**config.mk**
```make
export PLATFORM = sky130hd
export DESIGN_NAME = irq_mode_sel
export DESIGN_NICKNAME = d
export VERILOG_FILES = /design/src/rtl/irq_sel_pkg.sv /design/src/rtl/irq_cfg_shadow.sv /design/src/rtl/irq_msi_req.sv /design/src/rtl/irq_intx_drv.sv /design/src/rtl/irq_mode_sel.sv
export SDC_FILE = /design/constraint.sdc
export NUM_CORES = 1
export LEC_CHECK = 0
export ABC_AREA = 1
export BUFFER_PORTS_ARGS = -buffer_cell sky130_fd_sc_hd__clkbuf_2
export CAP_MARGIN = 10
export CORE_MARGIN = 5
export CORE_UTILIZATION = 33
export CTS_CLUSTER_SIZE = 28
export DETAILED_ROUTE_END_ITERATION = 8
export PLACE_DENSITY = 0.86
export RECOVER_POWER = 25
export SYNTH_ARGS = -nofsm -noshare
export SYNTH_HDL_FRONTEND = slang
export SYNTH_SLANG_ARGS = --single-unit
```
**constraint.sdc**
```tcl
create_clock -name clk_i -period 1.2 [get_ports clk_i]
set_input_delay 0.06 -clock clk_i [delete_from_list [all_inputs] [get_ports clk_i]]
set_output_delay 0.06 -clock clk_i [all_outputs]
set_load 0.02 [all_outputs]
```
**src/rtl/irq_sel_pkg.sv**
```systemverilog
package irq_sel_pkg;
  localparam int unsigned MSI_CTRL_ADDR = 32'h050;
  localparam int unsigned MSI_EN_BIT    = 16;
  localparam int unsigned MSI_EN_BYTE   = MSI_EN_BIT / 8;

  typedef enum logic {
    MODE_INTX = 1'b0,
    MODE_MSI  = 1'b1
  } irq_mode_e;
endpackage

```
**src/rtl/irq_cfg_shadow.sv**
```systemverilog
module irq_cfg_shadow
  import irq_sel_pkg::*;
#(
  parameter int unsigned ADDR_W       = 12,
  parameter int unsigned DELAY_CYCLES = 8
) (
  input  logic              clk_i,
  input  logic              rst_ni,
  input  logic              cfg_wr_i,
  input  logic [ADDR_W-1:0] cfg_addr_i,
  input  logic [31:0]       cfg_data_i,
  input  logic [3:0]        cfg_be_i,
  output irq_mode_e         mode_o,
  output logic              pending_o
);
  localparam int unsigned      CNT_W    = $clog2(DELAY_CYCLES + 1);
  localparam logic [CNT_W-1:0] CNT_LOAD = CNT_W'(DELAY_CYCLES);
  localparam logic [ADDR_W-1:0] CTRL_A  = ADDR_W'(MSI_CTRL_ADDR);

  logic [CNT_W-1:0] cnt_q;
  irq_mode_e        stage_q, mode_q;
  logic             hit;

  // dword match plus byte lane that carries the enable bit
  assign hit = cfg_wr_i
             && (cfg_addr_i[ADDR_W-1:2] == CTRL_A[ADDR_W-1:2])
             && cfg_be_i[MSI_EN_BYTE];

  always_ff @(posedge clk_i or negedge rst_ni) begin
    if (!rst_ni) begin
      cnt_q   <= '0;
      stage_q <= MODE_INTX;
      mode_q  <= MODE_INTX;
    end else if (hit) begin
      cnt_q   <= CNT_LOAD;
      stage_q <= irq_mode_e'(cfg_data_i[MSI_EN_BIT]);
    end else if (cnt_q != '0) begin
      cnt_q <= cnt_q - 1'b1;
      if (cnt_q == CNT_W'(1)) mode_q <= stage_q;
    end
  end

  assign mode_o    = mode_q;
  assign pending_o = (cnt_q != '0);
endmodule

```
**src/rtl/irq_msi_req.sv**
```systemverilog
module irq_msi_req
  import irq_sel_pkg::*;
(
  input  logic      clk_i,
  input  logic      rst_ni,
  input  logic      irq_i,
  input  irq_mode_e mode_i,
  input  logic      intx_i,
  input  logic      ack_i,
  output logic      req_o,
  output logic      req_next_o
);
  logic irq_q, handoff_q, req_q, rise, set;

  assign rise = irq_i & ~irq_q;
  // handoff: intx was live when MSI took over, replay it as a request
  assign set  = (mode_i == MODE_MSI) & (rise | handoff_q);
  assign req_next_o = set | (req_q & ~ack_i);

  always_ff @(posedge clk_i or negedge rst_ni) begin
    if (!rst_ni) begin
      irq_q     <= 1'b0;
      handoff_q <= 1'b0;
      req_q     <= 1'b0;
    end else begin
      irq_q     <= irq_i;
      handoff_q <= (mode_i == MODE_MSI) & intx_i;
      req_q     <= req_next_o;
    end
  end

  assign req_o = req_q;
endmodule

```
**src/rtl/irq_intx_drv.sv**
```systemverilog
module irq_intx_drv
  import irq_sel_pkg::*;
(
  input  logic      clk_i,
  input  logic      rst_ni,
  input  logic      irq_i,
  input  irq_mode_e mode_i,
  input  logic      msi_busy_i,
  output logic      intx_o
);
  logic intx_q;

  always_ff @(posedge clk_i or negedge rst_ni) begin
    if (!rst_ni) intx_q <= 1'b0;
    else         intx_q <= irq_i & (mode_i == MODE_INTX) & ~msi_busy_i;
  end

  assign intx_o = intx_q;
endmodule

```
**src/rtl/irq_mode_sel.sv**
```systemverilog
module irq_mode_sel
  import irq_sel_pkg::*;
#(
  parameter int unsigned ADDR_W       = 12,
  parameter int unsigned DELAY_CYCLES = 8
) (
  input  logic              clk_i,
  input  logic              rst_ni,
  input  logic              irq_i,
  input  logic              cfg_wr_i,
  input  logic [ADDR_W-1:0] cfg_addr_i,
  input  logic [31:0]       cfg_data_i,
  input  logic [3:0]        cfg_be_i,
  output logic              msi_req_o,
  input  logic              msi_ack_i,
  output logic              intx_o,
  output logic              msi_active_o,
  output logic              cfg_pending_o
);
  irq_mode_e mode;
  logic      req_next, intx;

  irq_cfg_shadow #(
    .ADDR_W      (ADDR_W),
    .DELAY_CYCLES(DELAY_CYCLES)
  ) u_shadow (
    .clk_i     (clk_i),
    .rst_ni    (rst_ni),
    .cfg_wr_i  (cfg_wr_i),
    .cfg_addr_i(cfg_addr_i),
    .cfg_data_i(cfg_data_i),
    .cfg_be_i  (cfg_be_i),
    .mode_o    (mode),
    .pending_o (cfg_pending_o)
  );

  irq_msi_req u_msi (
    .clk_i     (clk_i),
    .rst_ni    (rst_ni),
    .irq_i     (irq_i),
    .mode_i    (mode),
    .intx_i    (intx),
    .ack_i     (msi_ack_i),
    .req_o     (msi_req_o),
    .req_next_o(req_next)
  );

  irq_intx_drv u_intx (
    .clk_i     (clk_i),
    .rst_ni    (rst_ni),
    .irq_i     (irq_i),
    .mode_i    (mode),
    .msi_busy_i(req_next),
    .intx_o    (intx)
  );

  assign intx_o       = intx;
  assign msi_active_o = (mode == MODE_MSI);
endmodule

```
==> summary.md, run 1 <==
| Metric | Value |
|---|---|
| Hold Path Class | `in2reg` |
| Final Net Count | `150` |
| Yosys warnings | `0` |
| Syn Inst Count | `64` |
| Critical path data arrival time | `1370 ps` |
| Setup crit start kind | `flop` |
| Ant. Diodes | `0` |
| Fin. Hold Viols | `0` |
| NetSw | `0.000536 W` |
| Cell count along the critical path | `6` |
| Initial drt markers | `12` |
| Wire per inst | `10.4 um` |
| Uppermost routed layer | `met3` |
| Minimum clock period | `approximately 1200 ps` |
| Post-synth cell types | `20` |
| Yosys reg bits | `10` |
| Area growth, synth to finish | `41.3%` |
| Worst Reg-to-Reg Cells | `6` |
| Sequential fraction of design power | `a little under two fifths` |
| Fmax | `about 850 MHz` |
| Clock root cell | `clkbuf_4` |
| Met3 wire length | `94 um` |
| Final setup fails | `0` |
| M1 WL | `467 um` |
| Final Skew | `1.97 ps` |
| Initial Util | `a little over a third` |
| Number of H-tree levels | `1` |
| Gr ovfl total | `0` |
| Final worst slack | `28.8 ps` |
| Overall Global Routing Usage | `9.28%` |
| Worst r2r src | `u_shadow.cnt_q[0]$_DFFE_PN0P_` |
| Drt pass-1 iters | `4` |
| Cell family with most CP delay | `flip-flops` |
| First-pass GRT wire length | `1800 um` |
| DP HPWL | `874 um` |
| Ports | `57` |
| WP data required | `1400 ps` |
| Area contributors post-synth | `dfrtp_1, inv_1, nand2_1` |
| PD cells | `1830 mW/mm^2` |
| Hold_sp | `cfg_data_i[16]` |
| Peak supply drop | `about 0.0009 V` |
| Mapped Area | `between 500 and 600 sq um` |
| Vias after detailed routing | `478` |
| Num CTS Buffers | `3` |
| Port Buffer Count | `20` |
| Clock sinks | `10` |
| Die area | `0.00257 sq mm` |
| Pre-CTS worst setup slack | `10.8 ps` |
| CP endpoint kind | `flop` |
| Crit-path slowest cell | `dfrtp_1` |
| Die Ht | `slightly above 50 um` |
| Worst-path cell chain | `inv_2 > ha_4 > buf_4 > nor3_2 > nand3_1 > nand3_1` |
| Synth Area in Compound Gates | `between 5 and 6%` |
| Top-area cell type share of the netlist area | `45.9%` |
| Buf+Inv Stages, Crit Path | `2` |
| CTS tree | `built` |
| Util after Layout | `50.0%` |
| Post-synth top area cell | `dfrtp_1` |
| Layout cells sized above 1 | `45.2%` |
| Fin. max-slew vios | `0` |
| Layout fillers | `151` |
| Crit path max fanout | `2` |
| Worst-path clk slew | `60 ps` |
| Worst-Skew Late Latency | `between 200 and 300 ps` |
| Post-Synth Adder-Cell Area | `between 4 and 5%` |
| Post-Synth Simple-Gate Area | `31.0%` |
| Total core area | `0.00154 sq mm` |
| Sw frac | `a little under two fifths` |
| Synthesized area per cell | `about 8.5 sq um` |
| P_leak | `0.429 nW` |
| Die span in x | `50.7 um` |
| Internal power | `approximately 0.0009 W` |
| Largest family of logic cells by synthesized area | `simple AND/OR/NAND/NOR gates` |
| Vias in the first global route | `~450` |
| Combinational share of power | `46.5%` |
| Worst rel slew slack | `64.1%` |
| Syn_nets | `119` |
| Final Cycle Share | `between 90% and 100%` |
| Hold Path Cell Cnt | `3` |
| Drc violations | `0` |
| Routed Antenna Nets | `0` |
| Clock Power Share | `16.6%` |
| Synth Area in XOR/XNOR | `~1.6%` |
| RePlAce Congestion | `0.702` |
| Register area share after synthesis | `45.9%` |
| CP Class | `reg2reg` |
| Routed met2 length | `around 580 um` |
| Outcome | `finished clean` |
| Crit path largest cell delay | `370 ps` |
| # rows | `14` |
| CP most frequent cell | `nand3_1` |
| Crit path from | `u_shadow.cnt_q[0]$_DFFE_PN0P_` |
| Antenna violations before repair | `0` |
| # Max-Cap Violations | `0` |
| Drt via density | `around 4.4` |
| Final WL | `1140 um` |
| Measured slew at the worst slew-check pin | `roughly 540 ps` |
| Largest net degree at the start of global routing | `11` |
| Mux cell area share after synthesis | `0%` |
| Max Buffers Root-to-Sink | `2` |
worst paths after layout:
path	slack [ps]	to
worst max-delay path	30	u_shadow.cnt_q[3]$_DFFE_PN0P_
worst min-delay path	9	u_shadow.stage_q$_DFFE_PN0P_
worst max register to register	30	u_shadow.cnt_q[3]$_DFFE_PN0P_
worst min register to register	470	u_msi.handoff_q$_DFF_PN0_
max in group asynchronous	540	u_shadow.cnt_q[2]$_DFFE_PN0P_
min in group asynchronous	280	u_msi.req_o$_DFF_PN0_
metal layers:
layer  up-vias  track usage [%]
met5         -                0
met1       212             10.3
met2        12             14.9
met3         0             5.33
li1        254                -
met4         0             2.98
area by class of cell:
class,count,area (sq um),share of cell area [%]
Timing Repair Buffer,26,159,20.6
Sequential cell,10,251,32.6
Multi-Input combinational cell,38,258,33.4
Clock buffer,3,22.5,2.92
Tap cell,16,20.0,2.60
Inverter,16,60.1,7.79
sequential cells by signal, indices dropped and copies added, names as in the netlist:
| name | cells |
|---|---|
| u_msi.handoff_q | 1 |
| u_msi.irq_q | 1 |
| u_msi.req_o | 1 |
| u_shadow.mode_o | 1 |
| u_shadow.cnt_q | 4 |
| u_shadow.stage_q | 1 |
| u_intx.intx_o | 1 |
metrics by stage:
stage          hold slack, ps  power, W  instance area (sq um)  TNS, ps  std cells
6_report                 8.64   0.00141                    771        0        109
5_1_grt                  36.9   0.00153                    771    -37.1        109
4_1_cts                  6.34   0.00135                    753        0        108
3_5_place_dp            -56.6  0.000956                    666        0        100
3_3_place_gp            -67.2  0.000923                    666        0        100
2_1_floorplan            -236  0.000831                    546        0         64
layout by cell type, fill, tap and decap left out, drive strengths merged:
master,n
dfrtp,10
buf,5
inv,16
nor3,1
nor2,6
xnor2,1
clkbuf,22
nand4,1
nor3b,1
o21ai,4
o31ai,1
a21oi,1
dlygate4sd3,2
nand2,14
nand3,6
ha,2
tightest hold or removal path, cell delays in order:
cell and delay [ps]:
clkbuf_2 80, inv_1 40, o21ai_1 60
cells by family (layout without fill, tap and decap cells):
group / Yosys count / after routing
XOR/XNOR: 1 / 1
adder cells (fa/ha/maj): 2 / 2
AND/OR/NAND/NOR: 29 / 29
AO/OA/AOI/OAI: 6 / 6
flip-flops: 10 / 10
buffers and inverters: 16 / 45
power by group through the flow:
| stage | clock (W) | combinational, W | sequential, W |
|---|---|---|---|
| 2_1_floorplan | 0 | 0.000331 | 0.000501 |
| 3_3_place_gp | 0 | 0.000414 | 0.000509 |
| 3_5_place_dp | 0 | 0.000437 | 0.000519 |
| 4_1_cts | 0.000242 | 0.000605 | 0.000503 |
| 5_1_grt | 0.000257 | 0.000742 | 0.000531 |
| 6_report | 0.000235 | 0.000658 | 0.000521 |
repair_timing:
item / 4_1_cts / 5_1_grt
pin swaps: 1 / 2
resized for setup: 7 / 3
hold buffers: 2 / 0
endpoints found under the hold margin: 11 / 0
setup endpoints to repair: 2 / 2
buffers inserted: 3 / 1
synth_stat cells (all sizes together):
cell   number
nor3        1
ha          2
nor2        6
nor3b       1
xnor2       1
nand4       1
o21ai       4
a21oi       1
nand3       6
o31ai       1
inv        16
nand2      14
dfrtp      10
No activity file was read; power rests on OpenSTA's default activity.
==> inputs of run 2 (changes only) <==
--- a/config.mk
+++ b/config.mk
@@ -5,11 +5,10 @@
 export SDC_FILE = /design/constraint.sdc
 export NUM_CORES = 1
 export LEC_CHECK = 0
-export ABC_AREA = 1
 export BUFFER_PORTS_ARGS = -buffer_cell sky130_fd_sc_hd__clkbuf_2
 export CAP_MARGIN = 10
 export CORE_MARGIN = 5
-export CORE_UTILIZATION = 33
+export CORE_UTILIZATION = 31
 export CTS_CLUSTER_SIZE = 28
 export DETAILED_ROUTE_END_ITERATION = 8
 export PLACE_DENSITY = 0.86
==> summary.md, run 2 <==
| Metric | Value |
|---|---|
| Final Cycle Share | `144% (was 97.6%)` |
| WP data required | `1330 ps (was 1400 ps)` |
| Async S/R FF share, synth | `100% (unchanged)` |
| Die area | `0.00243 sq mm (was 0.00257 sq mm)` |
| Leading cell type in the layout, fill and taps excluded | `clkbuf_2 (unchanged)` |
| Combinational share of power | `50.3% (was 46.5%)` |
| Area growth, synth to finish | `58.4% (was 41.3%)` |
| Minimum clock period | `1730 ps (was 1170 ps)` |
| # rows | `14 (unchanged)` |
| Initial Util | `32.1% (was 35.4%)` |
| Final WL | `1190 um (was 1140 um)` |
| Peak supply drop | `0.000785 V (was 0.000881 V)` |
| Post-synth cell types | `21 (was 20)` |
| Sequential fraction of design power | `30.6% (was 36.9%)` |
| Number of H-tree levels | `1 (unchanged)` |
| Port Buffer Count | `20 (unchanged)` |
| Yosys warnings | `0 (unchanged)` |
| Post-synth top area cell | `dfrtp_1 (unchanged)` |
| Initial drt markers | `10 (was 12)` |
| Clock sinks | `10 (unchanged)` |
| Commonest cells after routing, fill and taps aside | `clkbuf_2, dfrtp_1, buf_4 (was clkbuf_2, inv_1, nand2_1)` |
| Commonest cells post-synth | `dfrtp_1, inv_1, and2_1, nand2_1 (was inv_1, nand2_1, dfrtp_1, nand3_1)` |
| Hold_sp | `msi_ack_i (was cfg_data_i[16])` |
| Drt via density | `4.73 (was 4.39)` |
| DP HPWL | `942 um (was 874 um)` |
| Ports | `57 (unchanged)` |
| RePlAce Congestion | `0.744 (was 0.702)` |
| Power Total | `0.00154 W (was 0.00141 W)` |
| Overall Global Routing Usage | `10.8% (was 9.28%)` |
| Setup crit start kind | `flop (unchanged)` |
| Clock Power Share | `19.1% (was 16.6%)` |
| Worst Hold End | `u_msi.req_o$_DFF_PN0_ (was u_shadow.stage_q$_DFFE_PN0P_)` |
| Total core area | `0.00149 sq mm (was 0.00154 sq mm)` |
| Wire per inst | `12.9 um (was 10.4 um)` |
| Count leader, synth | `dfrtp_1 (was inv_1)` |
| RSZ-0062 raised after global routing | `yes` |
| Final Net Count | `132 (was 150)` |
| Clock root cell | `clkbuf_4 (unchanged)` |
| Synthesized area per cell | `11.4 sq um (was 8.52 sq um)` |
| PD cells | `2030 mW/mm^2 (was 1830 mW/mm^2)` |
| Worst-path clk slew | `70 ps (was 60 ps)` |
| Gr ovfl total | `0 (unchanged)` |
| Vias in the first global route | `491 (was 452)` |
| Num CTS Buffers | `3 (unchanged)` |
| Finished Layout Cells | `92 (was 109)` |
| Failing checks | `setup timing` |
| CP endpoint kind | `flop (unchanged)` |
| Fin. max-slew vios | `0 (unchanged)` |
| Drt pass-1 iters | `3 (was 4)` |
| Reg2reg setup slack | `-530 ps (was 30 ps)` |
| Vias after detailed routing | `435 (was 478)` |
| # Max-Cap Violations | `0 (unchanged)` |
| Crit path max fanout | `3 (was 2)` |
| P_leak | `0.392 nW (was 0.429 nW)` |
| Critical path data arrival time | `1860 ps (was 1370 ps)` |
| Syn Inst Count | `42 (was 64)` |
| Ant. Diodes | `0 (unchanged)` |
| Dpl cells | `82 (was 100)` |
| Layout cells sized above 1 | `51.3% (was 45.2%)` |
| Yosys reg bits | `10 (unchanged)` |
| Die span in x | `49.3 um (was 50.7 um)` |
| Syn_nets | `97 (was 119)` |
| First-pass GRT wire length | `2100 um (was 1800 um)` |
| Worst-Skew Late Latency | `250 ps (was 270 ps)` |
| Die Ht | `49.3 um (was 50.7 um)` |
| Top-area cell type share of the netlist area | `52.4% (was 45.9%)` |
| Fmax | `578 MHz (was 854 MHz)` |
| Worst r2r dst | `u_shadow.mode_o$_DFFE_PN0P_ (was u_shadow.cnt_q[3]$_DFFE_PN0P_)` |
| EDFF count, synth | `0 (unchanged)` |
| Largest net degree at the start of global routing | `11 (unchanged)` |
| Sw frac | `30.9% (was 37.9%)` |
| NetSw | `0.000475 W (was 0.000536 W)` |
| Internal power | `0.00106 W (was 0.000878 W)` |
| Hold Path Cell Cnt | `2 (was 3)` |
| Fin. Hold Viols | `0 (unchanged)` |
| Register area share after synthesis | `52.4% (was 45.9%)` |
| Worst r2r src | `u_shadow.cnt_q[0]$_DFFE_PN0P_ (unchanged)` |
| Mapped Area | `478 sq um (was 546 sq um)` |
| Routed Antenna Nets | `0 (unchanged)` |
| Synth Flop Type | `dfrtp_1 (unchanged)` |
| Worst rel slew slack | `63.2% (was 64.1%)` |
| Area contributors post-synth | `dfrtp_1, ha_1, mux2i_1 (was dfrtp_1, inv_1, nand2_1)` |
| Max Buffers Root-to-Sink | `2 (unchanged)` |
| CP Class | `reg2reg (unchanged)` |
| Hold Path Class | `in2reg (unchanged)` |
| Worst Reg-to-Reg Cells | `5 (was 6)` |
| Drc violations | `0 (unchanged)` |
| Largest register FFs | `4 (unchanged)` |
| Final setup fails | `6 (was 0)` |
| Antenna violations before repair | `0 (unchanged)` |
| Outcome | `finished with violations (was finished clean)` |
| Final worst slack | `-530 ps (was 28.8 ps)` |
| CTS tree | `built (unchanged)` |
| Measured slew at the worst slew-check pin | `551 ps (was 538 ps)` |
| Final Skew | `2.03 ps (was 1.97 ps)` |
| Reg with most FFs | `u_shadow.cnt_q (unchanged)` |
==> run 2: cell types whose count changed in the layout (fill, tap and decap cells not counted), moves of 3 or more <==
| cell | before | now |
|---|---|---|
| and2_1 | 0 | 3 |
| nand2_1 | 11 | 2 |
| buf_6 | 0 | 3 |
| inv_1 | 12 | 3 |
| nand3_1 | 5 | 1 |
| o21ai_1 | 3 | 0 |
==> run 2: repair_timing <==
action | CTS | global route
pin swaps | 1 | 0
hold buffers | 2 | 0
resized for setup | 7 | 1
buffers inserted | 4 | 0
endpoints found under the hold margin | 11 | 0
endpoints found under the setup margin | 5 | 6
==> run 2: cell type report <==
class,instances,area (sq um)
inverter,5,18.8
multi-input combinational,26,224
timing repair buffer,31,208
fill,130,732
sequential,10,250
tap,16,20.0
clock buffer,4,36.3
==> run 2: critical path, cell delays in order (launching register included) <==
cell and delay [ps]:
dfrtp_1 400, inv_2 70, ha_4 150, or4b_1 450
a31oi_1 190, mux2_1 350
==> run 2: cells by family after synthesis <==
kind of cell / share of synthesized area [%]
compound gates: 7.85
fa+ha+maj: 5.23
flops: 52.4
xor+xnor: 1.83
buf+inv: 4.97
mux: 8.90
simple gates: 18.8
==> run 2: how the worst max path moves through the flow <==
stage | end | slack, ps | depth (start not counted) | from
after floorplan | u_shadow.mode_o$_DFFE_PN0P_ | -430 | 5 | u_shadow.cnt_q[0]$_DFFE_PN0P_
after global placement | u_shadow.mode_o$_DFFE_PN0P_ | -420 | 5 | u_shadow.cnt_q[0]$_DFFE_PN0P_
after detailed placement | u_shadow.mode_o$_DFFE_PN0P_ | -510 | 5 | u_shadow.cnt_q[0]$_DFFE_PN0P_
after CTS | u_shadow.mode_o$_DFFE_PN0P_ | -520 | 5 | u_shadow.cnt_q[0]$_DFFE_PN0P_
after global routing | u_shadow.mode_o$_DFFE_PN0P_ | -570 | 5 | u_shadow.cnt_q[0]$_DFFE_PN0P_
final | u_shadow.mode_o$_DFFE_PN0P_ | -530 | 5 | u_shadow.cnt_q[0]$_DFFE_PN0P_
==> run 2: layer usage <==
metal | vias up | wire, um | GRT usage [%]
met5 | - | 0 | 0
met4 | 0 | 8 | 2.69
met3 | 2 | 90 | 4.59
met2 | 14 | 606 | 18.2
met1 | 206 | 485 | 12.4
li1 | 213 | - | -
==> run 2: power groups by stage <==
stage               clock (W)  sequential [W]  combinational [W]
floorplan                   0        0.000484           0.000368
global placement            0        0.000464           0.000554
detailed placement          0        0.000474           0.000593
CTS                  0.000305        0.000468           0.000765
global route         0.000323        0.000480           0.000860
finish               0.000293        0.000470           0.000772
==> run 2: stage by stage <==
stage	util (%)	instance area [sq um]	hold slack (ps)	setup TNS, ps	worst slack [ps]
after detailed placement	43.4	646	-55.9	-1280	-511
final	50.8	757	11.8	-2000	-530
after CTS	50.8	757	6.86	-1940	-524
after global routing	50.8	757	11.8	-2400	-571
after global placement	43.4	646	-66.0	-1050	-423
after floorplan	-	499	-236	-888	-426
